--- src/rtl/gdet_pkg.sv ---
package gdet_pkg;

  // Event rule for one lane: OR of the four selectable conditions.
  function automatic logic lane_event(input logic m_lo, input logic m_hi,
                                      input logic m_rise, input logic m_fall,
                                      input logic cur, input logic prv);
    return (m_lo & ~cur) | (m_hi & cur) |
           (m_rise & cur & ~prv) | (m_fall & ~cur & prv);
  endfunction

  // A lane needs detection if any mode bit is set.
  function automatic logic lane_needed(input logic m_lo, input logic m_hi,
                                       input logic m_rise, input logic m_fall);
    return m_lo | m_hi | m_rise | m_fall;
  endfunction

endpackage

--- src/rtl/gdet_group_ctrl.sv ---
module gdet_group_ctrl #(
  parameter int GW   = 8,
  parameter int WARM = 5
) (
  input  logic          clk,
  input  logic          rst_n,
  input  logic [GW-1:0] m_lo,
  input  logic [GW-1:0] m_hi,
  input  logic [GW-1:0] m_rise,
  input  logic [GW-1:0] m_fall,
  output logic          grp_on,
  output logic          grp_wake,
  output logic          grp_ready
);
  import gdet_pkg::*;

  localparam int CW = $clog2(WARM + 1);

  logic [GW-1:0] lane_need;
  logic          on_q;
  logic [CW-1:0] warm_cnt;

  for (genvar i = 0; i < GW; i++) begin : g_need
    assign lane_need[i] = lane_needed(m_lo[i], m_hi[i], m_rise[i], m_fall[i]);
  end

  assign grp_on    = |lane_need;
  assign grp_wake  = grp_on & ~on_q;
  assign grp_ready = grp_on & ~grp_wake & (warm_cnt == '0);

  always_ff @(posedge clk or negedge rst_n) begin
    if (!rst_n) begin
      on_q     <= 1'b0;
      warm_cnt <= '0;
    end else begin
      on_q <= grp_on;
      if (!grp_on)
        warm_cnt <= '0;
      else if (grp_wake)
        warm_cnt <= CW'(WARM - 1);
      else if (warm_cnt != '0)
        warm_cnt <= warm_cnt - 1'b1;
    end
  end

endmodule

--- src/rtl/gdet_sync_lane.sv ---
module gdet_sync_lane #(
  parameter int GW = 8
) (
  input  logic          clk,
  input  logic          rst_n,
  input  logic          run,
  input  logic [GW-1:0] pin,
  output logic [GW-1:0] cur,
  output logic [GW-1:0] prv
);
  logic [GW-1:0] stg1;

  always_ff @(posedge clk or negedge rst_n) begin
    if (!rst_n) begin
      stg1 <= '0;
      cur  <= '0;
      prv  <= '0;
    end else if (run) begin
      stg1 <= pin;
      cur  <= stg1;
      prv  <= cur;
    end
  end

endmodule

--- src/rtl/gdet_event_lane.sv ---
module gdet_event_lane #(
  parameter int GW = 8
) (
  input  logic          ready,
  input  logic [GW-1:0] m_lo,
  input  logic [GW-1:0] m_hi,
  input  logic [GW-1:0] m_rise,
  input  logic [GW-1:0] m_fall,
  input  logic [GW-1:0] cur,
  input  logic [GW-1:0] prv,
  output logic [GW-1:0] evt
);
  import gdet_pkg::*;

  for (genvar i = 0; i < GW; i++) begin : g_bit
    assign evt[i] = ready & lane_event(m_lo[i], m_hi[i], m_rise[i], m_fall[i],
                                       cur[i], prv[i]);
  end

endmodule

--- src/rtl/grp_evt_detect.sv ---
module grp_evt_detect #(
  parameter int NGRP = 4,
  parameter int GW   = 8,
  parameter int WARM = 5
) (
  input  logic               clk,
  input  logic               rst_n,
  input  logic [NGRP*GW-1:0] cfg_lo,
  input  logic [NGRP*GW-1:0] cfg_hi,
  input  logic [NGRP*GW-1:0] cfg_rise,
  input  logic [NGRP*GW-1:0] cfg_fall,
  input  logic [NGRP*GW-1:0] pin_in,
  output logic [NGRP*GW-1:0] evt_out
);
  localparam int W = NGRP * GW;

  logic [NGRP-1:0] grp_on;
  logic [NGRP-1:0] grp_wake;
  logic [NGRP-1:0] grp_ready;
  logic [W-1:0]    syn_cur;
  logic [W-1:0]    syn_prev;
  logic [W-1:0]    evt_next;

  for (genvar g = 0; g < NGRP; g++) begin : g_grp
    gdet_group_ctrl #(.GW(GW), .WARM(WARM)) i_ctrl (
      .clk      (clk),
      .rst_n    (rst_n),
      .m_lo     (cfg_lo[g*GW +: GW]),
      .m_hi     (cfg_hi[g*GW +: GW]),
      .m_rise   (cfg_rise[g*GW +: GW]),
      .m_fall   (cfg_fall[g*GW +: GW]),
      .grp_on   (grp_on[g]),
      .grp_wake (grp_wake[g]),
      .grp_ready(grp_ready[g])
    );

    gdet_sync_lane #(.GW(GW)) i_sync (
      .clk  (clk),
      .rst_n(rst_n),
      .run  (grp_on[g]),
      .pin  (pin_in[g*GW +: GW]),
      .cur  (syn_cur[g*GW +: GW]),
      .prv  (syn_prev[g*GW +: GW])
    );

    gdet_event_lane #(.GW(GW)) i_evt (
      .ready (grp_ready[g]),
      .m_lo  (cfg_lo[g*GW +: GW]),
      .m_hi  (cfg_hi[g*GW +: GW]),
      .m_rise(cfg_rise[g*GW +: GW]),
      .m_fall(cfg_fall[g*GW +: GW]),
      .cur   (syn_cur[g*GW +: GW]),
      .prv   (syn_prev[g*GW +: GW]),
      .evt   (evt_next[g*GW +: GW])
    );
  end

  always_ff @(posedge clk or negedge rst_n) begin
    if (!rst_n) evt_out <= '0;
    else        evt_out <= evt_next;
  end

endmodule

--- config.mk ---
export PLATFORM = sky130hd
export DESIGN_NAME = grp_evt_detect
export DESIGN_NICKNAME = d
export VERILOG_FILES = /design/src/rtl/gdet_pkg.sv /design/src/rtl/gdet_group_ctrl.sv /design/src/rtl/gdet_sync_lane.sv /design/src/rtl/gdet_event_lane.sv /design/src/rtl/grp_evt_detect.sv
export SDC_FILE = /design/constraint.sdc
export NUM_CORES = 1
export LEC_CHECK = 0
export BUFFER_PORTS_ARGS = -buffer_cell sky130_fd_sc_hd__clkbuf_2
export CAP_MARGIN = 20
export CORE_ASPECT_RATIO = 0.75
export CORE_MARGIN = 2
export CORE_UTILIZATION = 58
export CTS_BUF_LIST = sky130_fd_sc_hd__clkbuf_4 sky130_fd_sc_hd__clkbuf_8
export CTS_CLUSTER_SIZE = 30
export DETAILED_ROUTE_END_ITERATION = 10
export HOLD_SLACK_MARGIN = 0.03
export PLACE_DENSITY = 0.88
export SLEW_MARGIN = 20
export SYNTH_ARGS = -nofsm -noshare
export SYNTH_HDL_FRONTEND = slang
export SYNTH_SLANG_ARGS = --single-unit
--- constraint.sdc ---
create_clock -name clk -period 3.3 [get_ports clk]
set_input_delay 0.495 -clock clk [delete_from_list [all_inputs] [get_ports clk]]
set_output_delay 0.495 -clock clk [all_outputs]
set_load 0.02 [all_outputs]
[After elaboration in Yosys (flattened, before gate mapping)]
Cells that the tools add are included.
Storage, ports and cells
  word-level logic and storage cells: 553
  input port bits: 162
  register bits: 144
  output and inout bits: 32
Cells by class
  equal/unequal tests: 4
  muxes and demuxes: 12
  reduce and logical (&&, ||, !) cells: 12
  add/sub/neg operators: 4
  bitwise logic cells: 500
Operators with widths (number)
  bitwise AND 1 bit: 236
  bitwise OR 1 bit: 192
  inverter 1 bit: 72
  two-way mux 3 bit: 12
  OR reduction 8 bit: 4
  zero test 3 bit: 4
  inequality test 3 bit (second input constant): 4
  nonzero test 3 bit: 4
  subtractor 3 x 1 -> 3 bit (second input constant): 4

[Logic depth before layout (Yosys ltp)]
  depth after elaboration: 9
  mapped depth: 6
  depth with buffers taken out: 6

[Cells and area by module]
From an unflattened synthesis, not the netlist that was laid out.
Second synthesis, totals
  cell total of the unflattened synthesis: 504
  area total of the unflattened synthesis: 7016.7 um^2
By module, submodules not included
  gdet_sync_lane: instances 4, cells an instance 51, area each 997.2 um^2
  gdet_group_ctrl: instances 4, cells an instance 34, area each 321.6 um^2
  gdet_event_lane: instances 4, cells an instance 33, area each 235.2 um^2
  grp_evt_detect: instances 1, cells an instance 32, area each 800.8 um^2

[Worst setup path after synthesis]
No wires, ideal clock.
  path kind: input -> register
  from: input port cfg_lo[4]
  to: register g_grp[0].i_sync.prv[1]
  cell stages on the path: 5
  data required time: 3.175 ns
  setup time: 0.125 ns
  arrival time: 1.701 ns
  setup slack: 1.474 ns
  cell sequence: nor4_1 > nand4_1 > nor2_4 > buf_12 > mux2_4
On the way
  cells in the longest elaborated chain, start to end: 4
Ends and longest elaborated chain
  from (decl): line grp_evt_detect.sv:8  | input logic [NGRP*GW-1:0] cfg_lo,
  bitwise OR 1 bit (3 in a row): line gdet_pkg.sv:14  | return m_lo | m_hi | m_rise | m_fall;
  OR reduction 8 bit: line gdet_group_ctrl.sv:27  | assign grp_on = |lane_need;
  to (signal assigned): line gdet_sync_lane.sv:21  | prv <= cur;
  to (decl): line gdet_sync_lane.sv:9  | output logic [GW-1:0] prv
No other way between the ends.
A chain may end at the register's enable or synchronous reset.

[Worst setup path after layout]
  from: input port cfg_lo[4]
  to: register g_grp[0].i_sync.prv[0]
Same word-level chain as after synthesis.

==> impl_metrics.yaml <==
cts:
  htreeDepth: 4
  ctsHoldBuffers: 0
  post_cts_buffers: 0
  cts_sinks: 144
  clkTransAtPathRegs_ns: 0.08
  clkLatencyLatePin_ns: 0.43
  cts_tree: "done"
  root_buffer: "clkbuf_8"
  cts_buffer_depth: 2
  cts-resized-gates: 0
  cts_inserted_buffers: 17
critical_path:
  cp.depth: 6
  crit_path_top_delay_cell: "nor4_1"
  rr_worst_depth: 5
  cp-end-kind: "flip-flop"
  timing.rr.end: "evt_out[7]"
  cp-startpoint: "cfg_lo[4]"
  worstReg2RegStart: "g_grp[0].i_ctrl.warm_cnt[0]"
  startpoint_type: "primary input"
  path_buf_inv: 2
  critPathMaxFanout: 17
  crit_family: "simple AND/OR/NAND/NOR gates"
  crit_chain: "clkbuf_2 -> nor4_1 -> nand4_1 -> nor2_4 -> buf_12 -> mux2_2"
  cp.required_ns: 3.62
  r2r_slack_ns: 1.34
  path_class: "in2reg"
  arrival_ns: 2.37
  slowest_delay_ns: 0.48
  endpoint: "g_grp[0].i_sync.prv[0]"
place:
  hpwl_um: 10800
  gp_congestion: 0.852
  place_inst: 812
  portBuffers: 193
floorplanning:
  start_util: 0.597
  pin_count: 194
  dieArea_sq_um: 12200
  fp.dieW_um: 127
  die_h_um: 96.1
  coreArea_sq_um: 11000
  placementRows: 33
route:
  ant_nets: 0
  wirelength_um: 14500
  wl_per_cell_um: 17.2
  via_count: 4800
  first_iter_violations: 325
  drc: 0
  via_per_inst: 5.70
  drt_first_pass_iters: 4
run:
  cap_violations: 0
global_route:
  grt_pass1_wl_um: 23600
  grt_max_degree: 69
  overflow: 0
  antenna_found_initial: 0
  grt_use_total: 0.249
  grt_pass1_vias: 4970
synth:
  ys_ff_latch: 144
  yosys.area.top_type: "dfrtp_1"
  syn_area_sq_um: 6560
  synthTopCellsByCount: "dfrtp_1 (144), a211oi_1 (64), mux2_4 (64)"
  yosysSeqAreaShare: 0.550
  yosysMostFrequentCell: "dfrtp_1"
  synth_edf_count: 0
  ys_warn_count: 0
  synth_top_area_frac: 0.550
  syn_nets: 651
  synth_area_leaders: "dfrtp_1 (55%), mux2_4 (15%), a211oi_1 (7.3%)"
  synth_top_flop_cell: "dfrtp_1"
  syn_avg_cell_area_sq_um: 13.6
  ys_types: 23
  syn_inst: 481
  synthArstFlopShare: 1.00
cells_and_area:
  antenna_cells: 0
  drive_above_1_share: 0.474
  fin_nets: 861
  syn2layout_area_growth_pct: 23.2
  instances_no_fill: 842
power_and_ir_drop:
  vdd_drop_max_v: 0.000316
  power.density_nw_per_um2: 471
  p_leak_nw: 3.76
sta:
  finalCritPeriodShare: 0.624
  max-slew-margin-rel: 0.454
  fmax_mhz: 486
  hold_slack_ns: 0.0435
  fin_skew_ns: 0.0117
  finalMaxSlewViolations: 0
  setup_violations: 0
  worstMarginPinSlew_ns: 0.816
  min_period_ns: 2.06
  rsz0062_at_grt: "false"
  hold_viol_final: 0
  final.setup.tns_ns: 0
status:
  outcome: "finished clean"
worst_hold_path:
  hold_class: "in2async"
-- worst min-delay path by stage --
stage | from | end | cells after the start
after floorplan | rst_n | evt_out[0] | 0
after global placement | g_grp[2].i_ctrl.on_q | g_grp[2].i_ctrl.warm_cnt[2] | 1
after detailed placement | g_grp[3].i_sync.stg1[4] | g_grp[3].i_sync.stg1[4] | 1
after CTS | rst_n | g_grp[1].i_sync.prv[6] | 1
after global routing | rst_n | g_grp[1].i_sync.prv[6] | 1
final | rst_n | g_grp[1].i_sync.prv[6] | 1
-- where the power goes --
group	switching (mW)	internal (mW)	leakage [nW]
sequential	0.0639	1.86	1.67
clock	0.633	0.863	0.210
combinational	0.196	0.196	1.88
total	0.894	2.91	3.76
-- state kept, by name, indices dropped and copies added (netlist names) --
name / flops
g_grp.i_sync.prv: 32
g_grp.i_sync.cur: 32
g_grp.i_ctrl.on_q: 4
g_grp.i_ctrl.warm_cnt: 12
g_grp.i_sync.stg1: 32
evt_out: 32
-- metal layers --
layer / global-route usage / vias to the layer above / wire length [um]
met2: 0.403 / 201 / 6890
li1: - / 2213 / -
met5: 0 / - / 0
met1: 0.323 / 2350 / 6360
met4: 0.109 / 0 / 347
met3: 0.0628 / 36 / 869
-- per-stage QoR --
| step | cell area [sq um] | setup WS [ns] | util | power, mW |
|---|---|---|---|---|
| after floorplan | 6560 | 1.47 | - | 2.11 |
| after global placement | 7650 | 0.828 | 0.696 | 2.32 |
| after detailed placement | 7650 | 0.832 | 0.696 | 2.34 |
| after CTS | 8080 | 1.30 | 0.735 | 3.84 |
| after global routing | 8080 | 1.19 | 0.735 | 3.97 |
| final | 8080 | 1.24 | 0.735 | 3.81 |
-- placed cells by master, fill, tap and decap left out, types with 4 or more instances in the layout --
cell	synthesis	routed
nor3b_1	4	4
o211ai_1	4	4
nor2_4	4	4
nor4_2	4	4
mux2_4	64	64
nand4_1	8	8
clkbuf_2	0	192
and3b_1	4	4
o21ai_0	4	4
clkbuf_8	0	19
bufinv_16	0	4
nand2_1	4	4
nor4_1	28	28
ha_1	8	8
nor2b_1	4	4
dfrtp_1	144	144
mux2_2	32	32
inv_1	45	45
a211oi_1	64	64
a21oi_1	37	37
xnor2_1	4	4
-- cell families after synthesis --
group	count (synthesis)	synth area share
flops	144	0.550
compound gates	109	0.109
mux	99	0.206
simple gates	64	0.0674
buf+inv	53	0.0471
fa+ha+maj	8	0.0153
xor+xnor	4	0.00534
-- worst reg2reg max path, delay by kind of cell, from the launching register on --
kind	cells	cell delay [ns]
compound gates	2	0.84
fa+ha+maj	1	0.17
buf+inv	1	0.11
flops	1	0.37
simple gates	1	0.35
-- area by class of cell --
cell class	count	area [sq um]
clock buffers	20	269
repair buffers	199	1050
multi-input cells	284	2640
flip-flops and latches	144	3600
inverters	45	169
fillers	716	2910
clock inverters	10	161
well taps	140	175
Power figures use the tool's default switching activity.
